===== config.mk =====
export PLATFORM = sky130hd
export DESIGN_NAME = nor_cmd_engine
export DESIGN_NICKNAME = d
export VERILOG_FILES = /design/src/rtl/nor_cmd_pkg.sv /design/src/rtl/nor_bus_if.sv /design/src/rtl/nor_ctrl.sv /design/src/rtl/nor_array.sv /design/src/rtl/nor_rdout.sv /design/src/rtl/nor_cmd_engine.sv
export SDC_FILE = /design/constraint.sdc
export NUM_CORES = 1
export LEC_CHECK = 0
export BUFFER_PORTS_ARGS = -buffer_cell sky130_fd_sc_hd__buf_2
export CORE_MARGIN = 2
export CORE_UTILIZATION = 30
export CTS_BUF_LIST = sky130_fd_sc_hd__clkbuf_8 sky130_fd_sc_hd__clkbuf_16
export CTS_CLUSTER_DIAMETER = 60
export DETAILED_ROUTE_END_ITERATION = 8
export GPL_TIMING_DRIVEN = 0
export PLACE_DENSITY = 0.55
export SYNTH_ARGS = -nofsm -noshare
export SYNTH_HDL_FRONTEND = slang
export SYNTH_SLANG_ARGS = --single-unit

===== constraint.sdc =====
create_clock -name clk -period 7.6 [get_ports clk]
set_input_delay 1.52 -clock clk [delete_from_list [all_inputs] [get_ports clk]]
set_output_delay 1.52 -clock clk [all_outputs]
set_load 0.05 [all_outputs]

===== src/rtl/nor_cmd_pkg.sv =====
`timescale 1ns/1ps
package nor_cmd_pkg;
    typedef enum logic [2:0] {
        SQ_IDLE, SQ_UNL1, SQ_UNL2, SQ_ERS0, SQ_ERS1, SQ_ERS2, SQ_PGM, SQ_BYX
    } seq_e;

    typedef enum logic [1:0] {
        OP_NONE, OP_PGM, OP_PRE, OP_ERS
    } op_e;

    localparam logic [7:0] C_KEY1   = 8'hAA;
    localparam logic [7:0] C_KEY2   = 8'h55;
    localparam logic [7:0] C_PROG   = 8'hA0;
    localparam logic [7:0] C_ESETUP = 8'h80;
    localparam logic [7:0] C_CHIP   = 8'h10;
    localparam logic [7:0] C_SECT   = 8'h30;
    localparam logic [7:0] C_BYPASS = 8'h20;
    localparam logic [7:0] C_SUSP   = 8'hB0;
    localparam logic [7:0] C_RESUME = 8'h30;
    localparam logic [7:0] C_BYX1   = 8'h90;
    localparam logic [7:0] C_BYX2   = 8'h00;

    localparam logic [10:0] ADR_KEY1 = 11'h555;
    localparam logic [10:0] ADR_KEY2 = 11'h2AA;
endpackage


===== src/rtl/nor_bus_if.sv =====
`timescale 1ns/1ps
module nor_bus_if #(
    parameter int ADDR_W = 11
) (
    input  logic              clk,
    input  logic              rst_n,
    input  logic              ce_n,
    input  logic              we_n,
    input  logic              oe_n,
    input  logic              byte_n,
    input  logic [ADDR_W-1:0] addr,
    input  logic              dq15,
    output logic              wr_stb,
    output logic              rd_stb,
    output logic              acc_en,
    output logic              byte_mode,
    output logic              lsb,
    output logic              key1,
    output logic              key2
);
    import nor_cmd_pkg::*;

    typedef struct packed {
        logic we;
        logic oe;
    } edge_t;

    edge_t e_d, e_q;

    always_comb begin
        e_d.we    = we_n;
        e_d.oe    = oe_n;
        byte_mode = ~byte_n;
        lsb       = byte_mode & dq15;
        wr_stb    = e_q.we & ~we_n & ~ce_n & oe_n;
        rd_stb    = e_q.oe & ~oe_n & ~ce_n & we_n;
        acc_en    = rst_n & ~ce_n & ~oe_n & we_n;
        key1      = (addr[10:0] == ADR_KEY1) && !(byte_mode && lsb);
        key2      = (addr[10:0] == ADR_KEY2) && (!byte_mode || lsb);
    end

    always_ff @(posedge clk or negedge rst_n) begin
        if (!rst_n) e_q <= '1;
        else        e_q <= e_d;
    end
endmodule


===== src/rtl/nor_ctrl.sv =====
`timescale 1ns/1ps
module nor_ctrl #(
    parameter int DEPTH     = 32,
    parameter int SEC_WORDS = 8,
    parameter int PGM_CYC   = 16,
    parameter int PRE_CYC   = 8,
    parameter int ERS_CYC   = 24
) (
    input  logic                          clk,
    input  logic                          rst_n,
    input  logic                          wr_stb,
    input  logic                          key1,
    input  logic                          key2,
    input  logic                          byte_mode,
    input  logic                          lsb,
    input  logic [15:0]                   wdata,
    input  logic [$clog2(DEPTH)-1:0]      wr_idx,
    output nor_cmd_pkg::op_e              op,
    output logic                          held,
    output logic                          ers_all,
    output logic [$clog2(DEPTH)-$clog2(SEC_WORDS)-1:0] ers_sec,
    output logic                          pgm_d7,
    output logic                          commit,
    output logic [$clog2(DEPTH)-1:0]      cm_idx,
    output logic [15:0]                   cm_mask,
    output logic                          fill_en,
    output logic                          fill_val
);
    import nor_cmd_pkg::*;

    localparam int ARR_AW  = $clog2(DEPTH);
    localparam int SEC_AW  = $clog2(SEC_WORDS);
    localparam int SEC_W   = ARR_AW - SEC_AW;
    localparam int MAX_AB  = (PGM_CYC > PRE_CYC) ? PGM_CYC : PRE_CYC;
    localparam int CNT_MAX = (MAX_AB > ERS_CYC) ? MAX_AB : ERS_CYC;
    localparam int CNT_W   = $clog2(CNT_MAX + 1);

    typedef struct packed {
        seq_e              seq;
        op_e               op;
        op_e               ers_ph;
        logic              held;
        logic              byp;
        logic              ers_all;
        logic [SEC_W-1:0]  ers_sec;
        logic [CNT_W-1:0]  ers_cnt;
        logic [CNT_W-1:0]  pgm_cnt;
        logic [ARR_AW-1:0] pgm_idx;
        logic [15:0]       pgm_mask;
        logic              pgm_d7;
    } st_t;

    st_t s_d, s_q;

    logic [7:0]       cmd;
    logic [SEC_W-1:0] wr_sec;
    logic [15:0]      mask;
    logic             locked;

    always_comb begin
        cmd    = wdata[7:0];
        wr_sec = wr_idx[ARR_AW-1 -: SEC_W];
        mask   = byte_mode ? (lsb ? {cmd, 8'hFF} : {8'hFF, cmd}) : wdata;
        locked = s_q.held && (s_q.ers_all || (wr_sec == s_q.ers_sec));

        s_d      = s_q;
        commit   = 1'b0;
        fill_en  = 1'b0;
        fill_val = 1'b0;

        if (s_q.op != OP_NONE) begin
            s_d.seq = SQ_IDLE;
            if (wr_stb && (cmd == C_SUSP) && (s_q.op != OP_PGM)) begin
                s_d.held   = 1'b1;
                s_d.ers_ph = s_q.op;
                s_d.op     = OP_NONE;
            end else begin
                case (s_q.op)
                    OP_PGM: begin
                        if (s_q.pgm_cnt == '0) begin
                            commit   = 1'b1;
                            s_d.op   = OP_NONE;
                        end else begin
                            s_d.pgm_cnt = s_q.pgm_cnt - 1'b1;
                        end
                    end
                    OP_PRE: begin
                        if (s_q.ers_cnt == '0) begin
                            fill_en     = 1'b1;
                            fill_val    = 1'b0;
                            s_d.op      = OP_ERS;
                            s_d.ers_cnt = CNT_W'(ERS_CYC - 1);
                        end else begin
                            s_d.ers_cnt = s_q.ers_cnt - 1'b1;
                        end
                    end
                    OP_ERS: begin
                        if (s_q.ers_cnt == '0) begin
                            fill_en  = 1'b1;
                            fill_val = 1'b1;
                            s_d.op   = OP_NONE;
                        end else begin
                            s_d.ers_cnt = s_q.ers_cnt - 1'b1;
                        end
                    end
                    default: s_d.op = OP_NONE;
                endcase
            end
        end else if (wr_stb) begin
            s_d.seq = SQ_IDLE;
            case (s_q.seq)
                SQ_IDLE: begin
                    if (s_q.byp) begin
                        if (cmd == C_PROG)      s_d.seq = SQ_PGM;
                        else if (cmd == C_BYX1) s_d.seq = SQ_BYX;
                    end else if (key1 && (cmd == C_KEY1)) begin
                        s_d.seq = SQ_UNL1;
                    end else if (s_q.held && (cmd == C_RESUME)) begin
                        s_d.op   = s_q.ers_ph;
                        s_d.held = 1'b0;
                    end
                end
                SQ_UNL1: if (key2 && (cmd == C_KEY2)) s_d.seq = SQ_UNL2;
                SQ_UNL2: begin
                    if (key1) begin
                        if (cmd == C_PROG)                     s_d.seq = SQ_PGM;
                        else if (cmd == C_ESETUP && !s_q.held) s_d.seq = SQ_ERS0;
                        else if (cmd == C_BYPASS)              s_d.byp = 1'b1;
                    end
                end
                SQ_ERS0: if (key1 && (cmd == C_KEY1)) s_d.seq = SQ_ERS1;
                SQ_ERS1: if (key2 && (cmd == C_KEY2)) s_d.seq = SQ_ERS2;
                SQ_ERS2: begin
                    if ((key1 && (cmd == C_CHIP)) || (cmd == C_SECT)) begin
                        s_d.op      = OP_PRE;
                        s_d.ers_cnt = CNT_W'(PRE_CYC - 1);
                        s_d.ers_all = (cmd == C_CHIP);
                        s_d.ers_sec = wr_sec;
                    end
                end
                SQ_PGM: begin
                    if (!locked) begin
                        s_d.op       = OP_PGM;
                        s_d.pgm_cnt  = CNT_W'(PGM_CYC - 1);
                        s_d.pgm_idx  = wr_idx;
                        s_d.pgm_mask = mask;
                        s_d.pgm_d7   = cmd[7];
                    end
                end
                SQ_BYX: if (cmd == C_BYX2) s_d.byp = 1'b0;
                default: s_d.seq = SQ_IDLE;
            endcase
        end

        op      = s_q.op;
        held    = s_q.held;
        ers_all = s_q.ers_all;
        ers_sec = s_q.ers_sec;
        pgm_d7  = s_q.pgm_d7;
        cm_idx  = s_q.pgm_idx;
        cm_mask = s_q.pgm_mask;
    end

    always_ff @(posedge clk or negedge rst_n) begin
        if (!rst_n) s_q <= '0;
        else        s_q <= s_d;
    end
endmodule


===== src/rtl/nor_array.sv =====
`timescale 1ns/1ps
module nor_array #(
    parameter int DEPTH     = 32,
    parameter int SEC_WORDS = 8
) (
    input  logic                      clk,
    input  logic                      commit,
    input  logic [$clog2(DEPTH)-1:0]  cm_idx,
    input  logic [15:0]               cm_mask,
    input  logic                      fill_en,
    input  logic                      fill_val,
    input  logic                      fill_all,
    input  logic [$clog2(DEPTH)-$clog2(SEC_WORDS)-1:0] fill_sec,
    input  logic [$clog2(DEPTH)-1:0]  rd_idx,
    output logic [15:0]               rd_word
);
    localparam int ARR_AW = $clog2(DEPTH);
    localparam int SEC_AW = $clog2(SEC_WORDS);
    localparam int SEC_W  = ARR_AW - SEC_AW;

    logic [15:0] mem_d [DEPTH];
    logic [15:0] mem_q [DEPTH];

    always_comb begin
        for (int i = 0; i < DEPTH; i++) begin
            mem_d[i] = mem_q[i];
            if (commit && (cm_idx == ARR_AW'(i)))
                mem_d[i] = mem_q[i] & cm_mask;
            if (fill_en && (fill_all || (SEC_W'(i >> SEC_AW) == fill_sec)))
                mem_d[i] = {16{fill_val}};
        end
        rd_word = mem_q[rd_idx];
    end

    always_ff @(posedge clk) begin
        mem_q <= mem_d;
    end
endmodule


===== src/rtl/nor_rdout.sv =====
`timescale 1ns/1ps
module nor_rdout #(
    parameter int SEC_W = 2
) (
    input  logic              clk,
    input  logic              rst_n,
    input  logic              rd_stb,
    input  logic              acc_en,
    input  logic              byte_mode,
    input  logic              lsb,
    input  logic [15:0]       rd_word,
    input  nor_cmd_pkg::op_e  op,
    input  logic              held,
    input  logic              ers_all,
    input  logic [SEC_W-1:0]  ers_sec,
    input  logic [SEC_W-1:0]  rd_sec,
    input  logic              pgm_d7,
    output logic [15:0]       dq_out,
    output logic [15:0]       dq_oe
);
    import nor_cmd_pkg::*;

    logic       tog_d, tog_q;
    logic       show_stat;
    logic [7:0] stat;
    logic [7:0] byte_val;

    always_comb begin
        tog_d = tog_q ^ (rd_stb && (op != OP_NONE));
        show_stat = (op != OP_NONE) || (held && (ers_all || (rd_sec == ers_sec)));
        case (op)
            OP_PGM:  stat = {~pgm_d7, tog_q, 6'b0};
            OP_NONE: stat = {1'b1, tog_q, 6'b0};
            default: stat = {1'b0, tog_q, 6'b0};
        endcase
        byte_val = show_stat ? stat : (lsb ? rd_word[15:8] : rd_word[7:0]);
        if (byte_mode)      dq_out = {8'h00, byte_val};
        else if (show_stat) dq_out = {8'h00, stat};
        else                dq_out = rd_word;
        dq_oe = acc_en ? (byte_mode ? 16'h00FF : 16'hFFFF) : 16'h0000;
    end

    always_ff @(posedge clk or negedge rst_n) begin
        if (!rst_n) tog_q <= 1'b0;
        else        tog_q <= tog_d;
    end
endmodule


===== src/rtl/nor_cmd_engine.sv =====
`timescale 1ns/1ps
module nor_cmd_engine #(
    parameter int ADDR_W    = 11,
    parameter int DEPTH     = 32,
    parameter int SEC_WORDS = 8,
    parameter int PGM_CYC   = 16,
    parameter int PRE_CYC   = 8,
    parameter int ERS_CYC   = 24
) (
    input  logic              clk,
    input  logic              rst_n,
    input  logic              ce_n,
    input  logic              we_n,
    input  logic              oe_n,
    input  logic              byte_n,
    input  logic [ADDR_W-1:0] addr,
    input  logic [15:0]       dq_in,
    output logic [15:0]       dq_out,
    output logic [15:0]       dq_oe,
    output logic              rdy
);
    import nor_cmd_pkg::*;

    localparam int ARR_AW = $clog2(DEPTH);
    localparam int SEC_AW = $clog2(SEC_WORDS);
    localparam int SEC_W  = ARR_AW - SEC_AW;

    logic              wr_stb, rd_stb, acc_en, byte_mode, lsb, key1, key2;
    op_e               op;
    logic              held, ers_all, pgm_d7, commit, fill_en, fill_val;
    logic [SEC_W-1:0]  ers_sec, rd_sec;
    logic [ARR_AW-1:0] idx, cm_idx;
    logic [15:0]       cm_mask, rd_word;

    assign idx    = addr[ARR_AW-1:0];
    assign rd_sec = idx[ARR_AW-1 -: SEC_W];
    assign rdy    = (op == OP_NONE);

    nor_bus_if #(.ADDR_W(ADDR_W)) bus_i (
        .clk(clk), .rst_n(rst_n), .ce_n(ce_n), .we_n(we_n), .oe_n(oe_n),
        .byte_n(byte_n), .addr(addr), .dq15(dq_in[15]),
        .wr_stb(wr_stb), .rd_stb(rd_stb), .acc_en(acc_en),
        .byte_mode(byte_mode), .lsb(lsb), .key1(key1), .key2(key2)
    );

    nor_ctrl #(
        .DEPTH(DEPTH), .SEC_WORDS(SEC_WORDS),
        .PGM_CYC(PGM_CYC), .PRE_CYC(PRE_CYC), .ERS_CYC(ERS_CYC)
    ) ctrl_i (
        .clk(clk), .rst_n(rst_n), .wr_stb(wr_stb), .key1(key1), .key2(key2),
        .byte_mode(byte_mode), .lsb(lsb), .wdata(dq_in), .wr_idx(idx),
        .op(op), .held(held), .ers_all(ers_all), .ers_sec(ers_sec),
        .pgm_d7(pgm_d7), .commit(commit), .cm_idx(cm_idx), .cm_mask(cm_mask),
        .fill_en(fill_en), .fill_val(fill_val)
    );

    nor_array #(.DEPTH(DEPTH), .SEC_WORDS(SEC_WORDS)) arr_i (
        .clk(clk), .commit(commit), .cm_idx(cm_idx), .cm_mask(cm_mask),
        .fill_en(fill_en), .fill_val(fill_val), .fill_all(ers_all),
        .fill_sec(ers_sec), .rd_idx(idx), .rd_word(rd_word)
    );

    nor_rdout #(.SEC_W(SEC_W)) rd_i (
        .clk(clk), .rst_n(rst_n), .rd_stb(rd_stb), .acc_en(acc_en),
        .byte_mode(byte_mode), .lsb(lsb), .rd_word(rd_word), .op(op),
        .held(held), .ers_all(ers_all), .ers_sec(ers_sec), .rd_sec(rd_sec),
        .pgm_d7(pgm_d7), .dq_out(dq_out), .dq_oe(dq_oe)
    );
endmodule


==> flow_summary.yaml <==
floorplan:
  fp.dieH_um: 310.1
  io_pins: 66
  die_w_um: 310.1
  die_area_um2: 96170
  rows: 112
  start_util_pct: 30.21
  core_um2: 93050
placement:
  dpl.hpwl_um: 74710
  io_buffers: 60
  pre_cts_slack_ns: -0.04482
  post-place-cells: 3225
  dpl_cell_area_um2: 30510
  gp_congestion: 0.9605
synthesis:
  yosysTopAreaCellShare_pct: 54.69
  synth-edff-count: 512
  yosys.area.top_type: "edfxtp_1"
  ys_top_cells_by_area: "edfxtp_1 (55%), a31o_1 (15%), mux4_2 (12%), dfrtp_1 (4.0%), buf_2 (1.7%)"
  netlist_area_um2: 28110
  synth_cells: 1883
  synth.distinct_cells: 71
  synth_warnings: 0
  ys_seq_area_share_pct: 58.89
  ys_ff_latch: 559
  async_reset_ff_share_pct: 8.408
  ys.flop_type: "edfxtp_1"
  synthesis.nets: 1920
  syn_avg_cell_area_um2: 14.93
grt:
  antenna_found_initial: 9
  grt_max_degree: 50
  grt_pass1_wl_um: 148800
  first_global_vias: 19634
  overflow: 0
  grt_usage_pct: 21.84
final_layout:
  drive_gt1_share_pct: 27.11
  final_common_cell: "edfxtp_1"
  fin_cells: 3346
  syn_to_final_growth_pct: 15.99
  layout_common_cells: "edfxtp_1 (512), a31o_1 (480), buf_2 (157), mux4_2 (146), clkbuf_1 (83)"
  final_nets: 2077
  fin_util_pct: 35.04
  design_area_um2: 32610
sta:
  rsz0062_at_grt: "no"
  fin_crit_sh_pct: 96.30
  finalHoldViolCount: 0
  fin_crit_ns: 7.319
  fin_ws_ns: 0.2809
  final_max_slew_viol_count: 0
  setup_viol: 0
  fmax_mhz: 136.6
  slew_headroom_pct: 0.2276
  tns_ns: 0
  worstMarginPinSlew_ns: 1.497
  finalClockSkew_ns: 0.03231
  whs_ns: 0.4906
run_status:
  violations: "capacitance limit"
  outcome: "complete, but fails checks"
critical_path:
  crit_family: "buffers and inverters"
  max_stage_delay_ns: 0.88
  reg2reg_to: "arr_i.mem_q[465]"
  reg2reg_slack_ns: 3.66
  critPathCaptureType: "primary output"
  crit_type: "primary input to primary output"
  worstPathMaxFanout: 10
  r2r_start: "ctrl_i.s_q[22]"
  path_buf_inv: 5
  endpoint: "dq_out[4]"
  r2r_cells: 6
  cp_data_arrival_time_ns: 5.80
  crit_slowest_cell: "clkbuf_1"
  required_ns: 6.08
  critPathLaunchType: "primary input"
  cp.depth: 10
  worstPathCellList: "clkbuf_1 > buf_2 > clkbuf_1 > clkbuf_2 > mux4_2 > mux2i_1 > a22oi_1 > o211ai_1 > o21ai_0 > buf_2"
  crit_path_start: "addr[1]"
route:
  drcViolationCount: 0
  vias: 20334
  drtPass1Iterations: 5
  vias_per_cell: 6.077
  antenna_left: 0
  wl_per_cell_um: 31.82
  wl_um: 106500
  drtIter0Drc: 2529
cts:
  h-tree-depth: 3
  cts_num_sinks: 559
  insertion_delay_ns: 0.62
  cts_max_path_buffers: 3
  cts_buffers: 67
  cts_setup_buffers: 0
  path_clk_slew_ns: 0.06
  cts_tree: "built"
  cts_root_buf: "clkbuf_16"
power:
  totalPowerFinal_mw: 6.698
  power_density_nw_per_um2: 205.4
  ir_drop_v: 0.0001266
  power.leakage_nw: 9.732
worst_hold_path:
  hp-class: "flip-flop to flip-flop"
flow_run:
  max_cap_violations: 1
==> state kept, by name (all words and copies together) (netlist names) <==
name and count:
ctrl_i.held 1, rd_i.tog_q 1, ctrl_i.s_q 16, bus_i.e_q 2, arr_i.mem_q 512, ctrl_i.ers_all 1
ctrl_i.ers_sec 2, ctrl_i.op 2, ctrl_i.pgm_d7 1, ctrl_i.cm_idx 5, ctrl_i.cm_mask 16
==> cell families after synthesis <==
| kind of cell | count (synthesis) | synth area share, % |
|---|---|---|
| adder cells (fa/ha/maj) | 4 | 0.1780 |
| multiplexers | 175 | 12.75 |
| AND/OR/NAND/NOR | 201 | 3.663 |
| XOR/XNOR | 4 | 0.1246 |
| flip-flops | 559 | 58.89 |
| AO/OA/AOI/OAI | 664 | 19.36 |
| buffers and inverters | 276 | 5.034 |
==> routing by layer <==
metal / GRT usage [%] / part of all wire, %
met5: 0 / 0.032
met4: 10.16 / 4.7
met3: 6.620 / 12
met2: 32.90 / 44
met1: 28.84 / 40
==> worst reg2reg max path, delay by kind of cell (launching register included) <==
| family | cells | cell delay, ns |
|---|---|---|
| buffers and inverters | 1 | 0.12 |
| adders and majority gates | 1 | 0.17 |
| AOI/OAI and AO/OA | 1 | 1.01 |
| and+or+nand+nor | 3 | 1.84 |
| DFF | 1 | 0.38 |
==> final cells by class <==
cell class	count	area, um^2
Antenna cell	4	10.01
Buffer	260	1360
Clock buffer	73	1793
Clock inverter	44	289.0
Fill cell	8951	60440
Inverter	16	60.06
Multi-Input combinational cell	1048	10260
Sequential cell	559	16550
Tap cell	1254	1569
Timing Repair Buffer	88	709.4
==> report_power, final <==
| group | leakage, nW | total, mW | internal, mW | switching, mW |
|---|---|---|---|---|
| Clock | 1.08 | 3.13 | 1.77 | 1.36 |
| Combinational | 4.50 | 0.253 | 0.0678 | 0.186 |
| Sequential | 4.16 | 3.31 | 3.31 | 0.00284 |
==> synth_stat cells, types with 14 or more instances <==
cell / instances
mux2i_1: 24
a31o_1: 480
inv_1: 14
mux4_2: 146
nand3_1: 14
a31o_2: 32
a21oi_1: 18
buf_1: 25
clkbuf_1: 86
nand2_1: 52
buf_2: 96
o21ai_0: 69
buf_4: 37
buf_6: 16
dfrtp_1: 45
nor2_1: 46
edfxtp_1: 512
nor3_1: 23
==> how the worst min path moves through the flow <==
stage,from,to,cells past startpoint
2_1_floorplan,ctrl_i.pgm_d7,ctrl_i.pgm_d7,2
3_3_place_gp,ctrl_i.s_q[38],ctrl_i.s_q[38],1
3_5_place_dp,ctrl_i.s_q[38],ctrl_i.s_q[38],1
4_1_cts,ctrl_i.s_q[38],ctrl_i.s_q[38],1
5_1_grt,ctrl_i.s_q[38],ctrl_i.s_q[38],1
6_report,ctrl_i.pgm_d7,ctrl_i.pgm_d7,2
==> what timing repair did <==
| action | in CTS | in global routing |
|---|---|---|
| resized for setup | 1 | 0 |
| endpoints found under the setup margin | 1 | 0 |
| hold buffers | 0 | 0 |
No activity file was read; power rests on OpenSTA's default activity.
